File: src/rtl/gpio_triple_bank.sv
module gpio_triple_bank #(
  parameter int NB     = 3,
  parameter int PINS   = 30,
  parameter int DATA_W = 32,
  parameter int ADDR_W = 8
) (
  input  logic                 clk,
  input  logic                 rst_n,
  input  logic                 bus_sel,
  input  logic                 bus_wr,
  input  logic [ADDR_W-1:0]    bus_addr,
  input  logic [DATA_W-1:0]    bus_wdata,
  output logic [DATA_W-1:0]    bus_rdata,
  input  logic [NB*PINS-1:0]   pin_in,
  output logic [NB*PINS-1:0]   pin_out,
  output logic [NB*PINS-1:0]   pin_oe,
  output logic [NB-1:0]        irq
);

  localparam logic [3:0] F_DIR = 4'h0, F_POL = 4'h2, F_TYP = 4'h3, F_IEN = 4'h4,
                         F_STS = 4'h5, F_PEN = 4'h6, F_DIN = 4'h7, F_DOUT = 4'h8;
  localparam int PAD = DATA_W - PINS;

  logic [3:0] func;
  logic [1:0] bidx;
  logic       bank_ok, func_ok, hit;
  logic [PINS-1:0] wval;

  assign func    = bus_addr[7:4];
  assign bidx    = bus_addr[3:2];
  assign bank_ok = (32'(bidx) < NB);
  assign func_ok = (func == F_DIR) || (func == F_POL) || (func == F_TYP) || (func == F_IEN) ||
                   (func == F_STS) || (func == F_PEN) || (func == F_DIN) || (func == F_DOUT);
  assign hit     = bank_ok && func_ok;
  assign wval    = bus_wdata[PINS-1:0];

  logic [PINS-1:0] dir_q [NB];
  logic [PINS-1:0] pol_q [NB];
  logic [PINS-1:0] typ_q [NB];
  logic [PINS-1:0] ien_q [NB];
  logic [PINS-1:0] sts_q [NB];
  logic [PINS-1:0] pen_q [NB];
  logic [PINS-1:0] dout_q[NB];
  logic [PINS-1:0] s1_q  [NB];
  logic [PINS-1:0] s2_q  [NB];
  logic [PINS-1:0] s3_q  [NB];
  logic [PINS-1:0] ev    [NB];
  logic [NB-1:0]   sts_wr;

  for (genvar b = 0; b < NB; b++) begin : g_bank
    logic wsel;
    logic [PINS-1:0] rise, fall;

    assign wsel      = bus_sel && bus_wr && bank_ok && (32'(bidx) == b);
    assign sts_wr[b] = wsel && (func == F_STS);

    always_ff @(posedge clk or negedge rst_n) begin
      if (!rst_n) begin
        s1_q[b] <= '0;
        s2_q[b] <= '0;
        s3_q[b] <= '0;
      end else begin
        s1_q[b] <= pin_in[b*PINS +: PINS];
        s2_q[b] <= s1_q[b];
        s3_q[b] <= s2_q[b];
      end
    end

    assign rise  = s2_q[b] & ~s3_q[b];
    assign fall  = ~s2_q[b] & s3_q[b];
    assign ev[b] = (typ_q[b] & ((pol_q[b] & rise) | (~pol_q[b] & fall))) |
                   (~typ_q[b] & ((pol_q[b] & s2_q[b]) | (~pol_q[b] & ~s2_q[b])));

    always_ff @(posedge clk or negedge rst_n) begin
      if (!rst_n) begin
        dir_q[b]  <= '1;
        pol_q[b]  <= '0;
        typ_q[b]  <= '0;
        ien_q[b]  <= '0;
        pen_q[b]  <= '0;
        dout_q[b] <= '0;
      end else if (wsel) begin
        case (func)
          F_DIR:  dir_q[b]  <= wval;
          F_POL:  pol_q[b]  <= wval;
          F_TYP:  typ_q[b]  <= wval;
          F_IEN:  ien_q[b]  <= wval;
          F_PEN:  pen_q[b]  <= wval;
          F_DOUT: dout_q[b] <= wval;
          default: ;
        endcase
      end
    end

    always_ff @(posedge clk or negedge rst_n) begin
      if (!rst_n) sts_q[b] <= '0;
      else        sts_q[b] <= (sts_wr[b] ? (sts_q[b] & wval) : sts_q[b]) | ev[b];
    end

    assign pin_out[b*PINS +: PINS] = dout_q[b];
    assign pin_oe [b*PINS +: PINS] = pen_q[b] & ~dir_q[b];
    assign irq[b] = |(dir_q[b] & sts_q[b] & ien_q[b]);

    // only a status write can lower a status bit
    a_r7_sticky_without_write: assert property (@(posedge clk) disable iff (!rst_n)
      !sts_wr[b] |=> ((sts_q[b] & $past(sts_q[b])) == $past(sts_q[b])));

    // every event lands, even against a clearing write
    a_r8_event_lands: assert property (@(posedge clk) disable iff (!rst_n)
      1'b1 |=> ((sts_q[b] & $past(ev[b])) == $past(ev[b])));

    // no interrupt with all enables clear
    a_r9_no_irq_when_masked: assert property (@(posedge clk) disable iff (!rst_n)
      (ien_q[b] == '0) |-> !irq[b]);
  end

  logic [PINS-1:0] rd;
  always_comb begin
    rd = '0;
    if (bus_sel && hit) begin
      case (func)
        F_DIR:  rd = dir_q[bidx];
        F_POL:  rd = pol_q[bidx];
        F_TYP:  rd = typ_q[bidx];
        F_IEN:  rd = ien_q[bidx];
        F_STS:  rd = sts_q[bidx];
        F_PEN:  rd = pen_q[bidx];
        F_DIN:  rd = s2_q[bidx];
        F_DOUT: rd = dout_q[bidx];
        default: rd = '0;
      endcase
    end
  end
  assign bus_rdata = {{PAD{1'b0}}, rd};

  // upper read bits are never driven
  a_r10_upper_bits_zero: assert property (@(posedge clk) disable iff (!rst_n)
    bus_rdata[DATA_W-1:PINS] == '0);

  // holes in the map read zero
  a_r11_unmapped_reads_zero: assert property (@(posedge clk) disable iff (!rst_n)
    (bus_sel && !hit) |-> (bus_rdata == '0));

endmodule

File: config.mk
export PLATFORM = sky130hd
export DESIGN_NAME = gpio_triple_bank
export DESIGN_NICKNAME = d
export VERILOG_FILES = /design/src/rtl/gpio_triple_bank.sv
export SDC_FILE = /design/constraint.sdc
export NUM_CORES = 1
export LEC_CHECK = 0
export BUFFER_PORTS_ARGS = -buffer_cell sky130_fd_sc_hd__buf_2
export CAP_MARGIN = 30
export CORE_ASPECT_RATIO = 0.5
export CORE_MARGIN = 1.5
export CORE_UTILIZATION = 40
export CTS_BUF_LIST = sky130_fd_sc_hd__clkbuf_4
export DETAILED_ROUTE_END_ITERATION = 12
export GPL_TIMING_DRIVEN = 0
export HOLD_SLACK_MARGIN = 0.05
export PLACE_DENSITY_LB_ADDON = 0.3
export SLEW_MARGIN = 20
export SYNTH_ARGS = -nofsm -noshare
export SYNTH_HDL_FRONTEND = slang
export SYNTH_SLANG_ARGS = --single-unit
File: constraint.sdc
create_clock -name clk -period 1.83 [get_ports clk]
set_input_delay 0.183 -clock clk [delete_from_list [all_inputs] [get_ports clk]]
set_output_delay 0.183 -clock clk [all_outputs]
set_load 0.02 [all_outputs]
==> summary.txt, run 1 <==
Yosys
  – Simple-Gate Fraction of Synth Area: 11.7%
  – XOR/XNOR Fraction of Synth Area: 0%
  – Top cells by count, synth: dfrtp_1 (810), mux2_2 (449), nor2b_1 (360)
  – Largest area contributor in the netlist: dfrtp_1
  – Yosys Warn Count: 0
  – Mux contribution to synthesized area: 14.0%
  – Largest family of logic cells by synthesized area: compound AO/OA/AOI/OAI gates
  – Adder-Cell Fraction of Synth Area: 0%
  – Most frequent cell after synthesis: dfrtp_1
  – Cells after Synth: 3565
  – Fraction of registers with async set or reset after synthesis: 100%
  – EDFF count, synth: 0
  – Compound-Gate Fraction of Synth Area: 15.1%
  – Yosys cell types: 43
  – Area fraction of the dominant cell type after synthesis: 49.3%
  – Most used DFF post-synth: dfrtp_1
  – Yosys reg bits: 900
  – Post-Syn Area: 41100 µm²
  – Top cells by area, synth: dfrtp_1 (49%), mux2_2 (12%), dfstp_2 (5.8%)
  – Post-synthesis sequential area ratio: 55.0%
  – Avg Cell Area, Syn: 11.5 µm²

Routing
  – Drt total wl: 184 mm
  – WL/cell: 30.4 µm
  – Post-route ant nets: 0
  – Number of remaining DRC errors: 0
  – Vias/cell: 6.06
  – DR vias: 36641
  – Pre-antenna DRT Iters: 9
  – DRT iter0 DRCs: 4366

Critical path
  – CP max-delay cell: or4_4
  – Data required, critical path: 1.65 ns
  – Buffers plus inverters on the worst setup path: 1
  – CP endpoint kind: primary output
  – Critical path class: register to primary output
  – CP delay by family, top: simple AND/OR/NAND/NOR gates
  – CP cell instances: nand3_2 -> and4_4 -> nand4_1 -> or4_4 -> buf_6
  – CP max FO: 2
  – Crit-path max cell delay: 0.60 ns
  – Startpoint Class: register
  – CP arrival: 3.11 ns

Power and ir drop
  – Maximum vdd drop: 0.546 mV
  – Power density cells: 873 nW/µm²
  – Cell leakage power: 24.1 nW

Clocking
  – Hold_buf cts: 281
  – Clock slew seen by the registers of the worst setup and hold paths: 0.08 ns
  – Clock Sinks: 900
  – CTS Buf Count: 208
  – H-tree levels: 4
  – Root buf cell: clkbuf_4
  – CTS tree: built
  – Clock buffer depth: 3
  – Later-pin clock latency in the skew report: 1.20 ns

Timing
  – RSZ-0062 raised after global routing: yes
  – Skew final: 0.122 ns
  – Fin crit share: 180%
  – Hold_ws: -0.664 ns
  – Relative slew margins: 23.4%
  – Fmax: 0.304 GHz
  – Final Slew Violations: 0
  – Final setup violation count: 270
  – Final min period: 3.29 ns
  – Final Hold Violating Endpoints: 360
  – Worst Max-Slew Pin Slew: 1.15 ns
  – Post-route setup slack: -1.46 ns

Global route
  – Initial antenna violation count: 10
  – Vias in the first global route: 36044
  – Global-route wire length before repair: 256 mm
  – Gr usage total: 34.3%
  – Total grt overflow: 0
  – Largest net degree at the start of global routing: 138

Final layout
  – Layout Nets: 4644
  – Finished Layout Cells: 6046
  – Area grow syn2layout: 31.8%
  – Design area: 54200 µm²
  – Share of layout cells above drive strength 1: 37.7%
  – Final core utilization: 53.7%

Placed design
  – Routability congestion estimate: 1.02
  – Placed Area: 45100 µm²
  – # placed instances: 5275
  – Pre-CTS WS: -1.56 ns
  – I/O Buffers: 341
  – Hpwl dp: 124 mm

Floorplan
  – Initial core utilization: 40.7%
  – Rows: 82
  – Die area: 105000 µm²
  – I/O pins: 349
  – Die X-Extent: 456 µm
  – Die height: 230 µm
  – Core area: 101000 µm²

Outcome
  – Status: finished with violations
  – Failing checks: hold timing, setup timing

Run
  – Max-Cap Viols: 0

Min path
  – Worst Hold Class: primary input to asynchronous set/reset pin
## power by group
group | internal [mW] | leakage [nW] | switching (mW)
Combinational | 3.05 | 11.4 | 4.04
Clock | 8.65 | 1.69 | 8.87
Sequential | 21.4 | 11.0 | 1.31
## cell families (layout without fill, tap and decap cells)
family                 after synthesis  count (layout)
muxes                              512             512
DFF                                900             900
buffers and inverters              414            1541
AOI/OAI and AO/OA                  872             872
other                                1              11
and+or+nand+nor                    866             866
## path summary, 6_finish.rpt
check / end / startpoint / slack, ns / cells past startpoint
max: irq[0] / sts_q[64] / -1.46 / 5
min: sts_q[64] / rst_n / -0.66 / 6
max reg2reg: sts_q[77] / sts_q[77] / 0.52 / 3
min reg2reg: s2_q[88] / s1_q[88] / 0.34 / 0
max in group asynchronous: typ_q[82] / rst_n / 0.30 / 9
min in group clk: dir_q[9] / bus_wdata[9] / 0.16 / 5
## sequential cells by signal, indices dropped and copies added (netlist names)
name,count
dir_q,90
ien_q,90
pen_q,90
pin_out,90
pol_q,90
s1_q,90
s2_q,90
s3_q,90
sts_q,90
typ_q,90
## routing by layer
metal | up-vias | track usage (%) | wire [µm]
met5 | - | 0 | 155
met4 | 2 | 19.6 | 10400
met3 | 582 | 13.6 | 24400
met2 | 2585 | 48.2 | 76800
met1 | 18537 | 44.8 | 72200
li1 | 14935 | - | -
## cell usage in the layout (no fill, tap or decap), types with 41 or more instances in the layout
cell type / instances
clkbuf_2: 43
nand3_1: 112
clkbuf_1: 165
o21ai_0: 226
dlygate4sd3_1: 276
a21oi_1: 121
inv_1: 117
nor2b_4: 43
dfstp_2: 90
dfrtp_1: 786
buf_2: 264
clkbuf_4: 346
buf_4: 114
clkinv_1: 41
nor2b_1: 298
o311ai_1: 42
mux2_1: 62
a211o_1: 240
nor2_1: 54
a32oi_2: 87
nand2_1: 124
mux2_2: 449
buf_6: 128
o311ai_0: 48
nand2b_1: 124
## timing repair
action,in CTS,in global routing
setup endpoints to repair,213,292
pin swaps,199,100
gates resized for setup,392,339
hold endpoints to repair,1456,364
buffers inserted,46,33
## final cells by class
| class | instances | area (µm²) |
|---|---|---|
| clock inverter | 55 | 295 |
| inverter | 119 | 447 |
| fill | 8743 | 46800 |
| multi-input combinational | 2252 | 18700 |
| timing repair buffer | 734 | 6480 |
| antenna | 9 | 22.5 |
| sequential | 900 | 22700 |
| tap | 1344 | 1680 |
| clock buffer | 338 | 2540 |
| buffer | 295 | 1370 |
## worst register-to-register path, stage by stage (launching register included)
cell and delay [ns]:
dfrtp_1 0.43, o21ai_0 0.09, dlygate4sd3_1 0.58, o311ai_1 0.10
## per-stage QoR
stage          total power [mW]  TNS (ns)
2_1_floorplan              25.5    -0.304
4_1_cts                    46.7   -105.16
3_3_place_gp               28.2         -
5_1_grt                    48.9    -85.34
6_report                   47.3    -77.45
3_5_place_dp               28.4   -293.13
(Power assumes the default switching activity.)
==> inputs of run 2 (changes only) <==
- GPL_TIMING_DRIVEN: 0 -> 1
==> run 2 against run 1 <==
Net effect: the run ends with setup timing left; combinational power increased by 7.5%; critical path type unchanged; clock skew is 0.046 ns lower; total power grew 0.15%; sequential power hardly changed; cell count rose by 2.1%.
==> summary.txt, run 2 (synthesis results as in run 1) <==
Routing
  – Post-route ant nets: 0 (unchanged)
  – DRT iter0 DRCs: 3387 (was 4366)
  – Pre-antenna DRT Iters: 9 (unchanged)
  – WL/cell: 25.1 µm (was 30.4 µm)
  – Number of remaining DRC errors: 0 (unchanged)
  – Vias/cell: 5.73 (was 6.06)
  – Drt total wl: 155 mm (was 184 mm)
  – DR vias: 35361 (was 36641)

Timing
  – Final setup violation count: 247 (was 270)
  – Final Slew Violations: 0 (unchanged)
  – Hold_ws: 0.0729 ns (was -0.664 ns)
  – Fmax: 0.320 GHz (was 0.304 GHz)
  – Worst Max-Slew Pin Slew: 0.704 ns (was 1.15 ns)
  – Skew final: 0.0764 ns (was 0.122 ns)
  – Relative slew margins: 52.9% (was 23.4%)
  – Setup_tns: -75.95 ns (was -77.45 ns)
  – Post-route setup slack: -1.29 ns (was -1.46 ns)
  – Final Hold Violating Endpoints: 0 (was 360)
  – RSZ-0062 raised after global routing: yes (unchanged)
  – Fin crit share: 171% (was 180%)
  – Final min period: 3.12 ns (was 3.29 ns)

Critical path
  – CP cell instances: nand3_4 -> and4_4 -> nand4_1 -> or4_4 -> buf_6 (was nand3_2 -> and4_4 -> nand4_1 -> or4_4 -> buf_6)
  – Buffers plus inverters on the worst setup path: 1 (unchanged)
  – Crit Reg-Reg Startpoint: dir_q[9] (was sts_q[77])
  – Crit. path cell count: 5 (unchanged)
  – Critical path class: register to primary output (unchanged)
  – CP arrival: 2.94 ns (was 3.11 ns)
  – Reg2reg end: dir_q[9] (was sts_q[77])
  – Crit-path max cell delay: 0.59 ns (was 0.60 ns)
  – CP max FO: 3 (was 2)
  – CP delay by family, top: simple AND/OR/NAND/NOR gates (unchanged)
  – Startpoint Class: register (unchanged)
  – Crit path from: ien_q[60] (was sts_q[64])
  – CP max-delay cell: or4_4 (unchanged)
  – Data required, critical path: 1.65 ns (about the same)
  – Path depth of the worst reg2reg path: 4 (was 3)
  – Critical path capture point: irq[0] (unchanged)
  – R2r setup slk: 0.38 ns (was 0.52 ns)
  – CP endpoint kind: primary output (unchanged)

Placed design
  – Pre-CTS WS: -0.742 ns (was -1.56 ns)
  – Routability congestion estimate: 0.942 (was 1.02)
  – # placed instances: 5387 (was 5275)
  – I/O Buffers: 342 (was 341)
  – Hpwl dp: 101 mm (was 124 mm)
  – Placed Area: 48100 µm² (was 45100 µm²)

Min path
  – Worst Hold Class: primary input to register (was primary input to asynchronous set/reset pin)
  – WHS Path Cells: 8

Final layout
  – Most common cell after layout, fill and taps aside: dfrtp_1 (unchanged)
  – Layout Nets: 4789 (was 4644)
  – Design area: 57900 µm² (was 54200 µm²)
  – Area grow syn2layout: 40.8% (was 31.8%)
  – Commonest non-fill, non-tap cells in the layout: dfrtp_1 (798), mux2_2 (449), buf_4 (327) (was dfrtp_1 (786), mux2_2 (449), clkbuf_4 (346))
  – Share of layout cells above drive strength 1: 42.3% (was 37.7%)
  – Finished Layout Cells: 6173 (was 6046)
  – Final core utilization: 57.4% (was 53.7%)

Global route
  – Gr usage total: 28.8% (was 34.3%)
  – Largest net degree at the start of global routing: 106 (was 138)
  – Total grt overflow: 0 (unchanged)
  – Initial antenna violation count: 6 (was 10)
  – Global-route wire length before repair: 227 mm (was 256 mm)
  – Vias in the first global route: 35318 (was 36044)

Floorplan
  – Die X-Extent: 456 µm (unchanged)
  – Rows: 82 (unchanged)
  – I/O pins: 349 (unchanged)
  – Die height: 230 µm (unchanged)
  – Core area: 101000 µm² (unchanged)
  – Die area: 105000 µm² (unchanged)
  – Initial core utilization: 40.7% (unchanged)

Clocking
  – Clock Sinks: 900 (unchanged)
  – Later-pin clock latency in the skew report: 1.16 ns (was 1.20 ns)
  – Root buf cell: clkbuf_4 (unchanged)
  – CTS Buf Count: 206 (was 208)
  – H-tree levels: 4 (unchanged)
  – Clock buffer depth: 3 (unchanged)
  – Clock slew seen by the registers of the worst setup and hold paths: 0.07 ns (was 0.08 ns)
  – CTS tree: built (unchanged)

Run
  – Max-Cap Viols: 0 (unchanged)

Power and ir drop
  – Maximum vdd drop: 0.418 mV (was 0.546 mV)
  – Cell leakage power: 25.9 nW (was 24.1 nW)
  – Power density cells: 818 nW/µm² (was 873 nW/µm²)
  – Power Total: 47.4 mW (was 47.3 mW)

Outcome
  – Status: finished with violations (unchanged)
  – Failing checks: setup timing (was hold timing, setup timing)
## run 2: worst min path at each step
stage | endpoint | slack [ns] | from
floorplan | ien_q[0] | -0.11 | rst_n
global placement | ien_q[71] | 0.14 | rst_n
detailed placement | ien_q[71] | 0.14 | rst_n
CTS | pen_q[60] | 0.05 | bus_addr[5]
global route | dir_q[28] | 0.06 | bus_addr[5]
finish | dir_q[28] | 0.07 | bus_addr[7]
## run 2: cell type report
class	instances	area, µm²
clock buffer	305	2290
antenna	2	5.00
multi-input combinational	2252	18900
tap	1344	1680
clock inverter	75	492
inverter	119	449
sequential	900	22600
fill	8229	43000
timing repair buffer	1176	11400
## run 2: per-layer routing
metal / share of wire, % / vias to the layer above / track usage, %
met4: 3.9 / 0 / 12.6
met5: 0 / - / 0
met2: 45 / 1616 / 43.9
met3: 8.3 / 352 / 6.32
met1: 43 / 18164 / 39.6
li1: - / 15229 / -
## run 2: power breakdown
part,total (mW),switching (mW),internal (mW)
registers,22.5,1.19,21.4
clock network,17.2,8.66,8.53
logic,7.62,3.85,3.77
total,47.4,13.7,33.7
## run 2: worst register-to-register path: stages (launching register included)
cell           delay (ns)
dfstp_2              0.54
buf_6                0.10
inv_1                0.04
o21ai_0              0.14
dlygate4sd3_1        0.56
## run 2: timing repair
action / CTS / global route
setup buffers: 33 / 75
setup endpoints to repair: 213 / 271
cloned: 0 / 2
hold buffers: 329 / 11
endpoints found under the hold margin: 1620 / 21
pin swaps: 182 / 101
gates resized for setup: 549 / 280
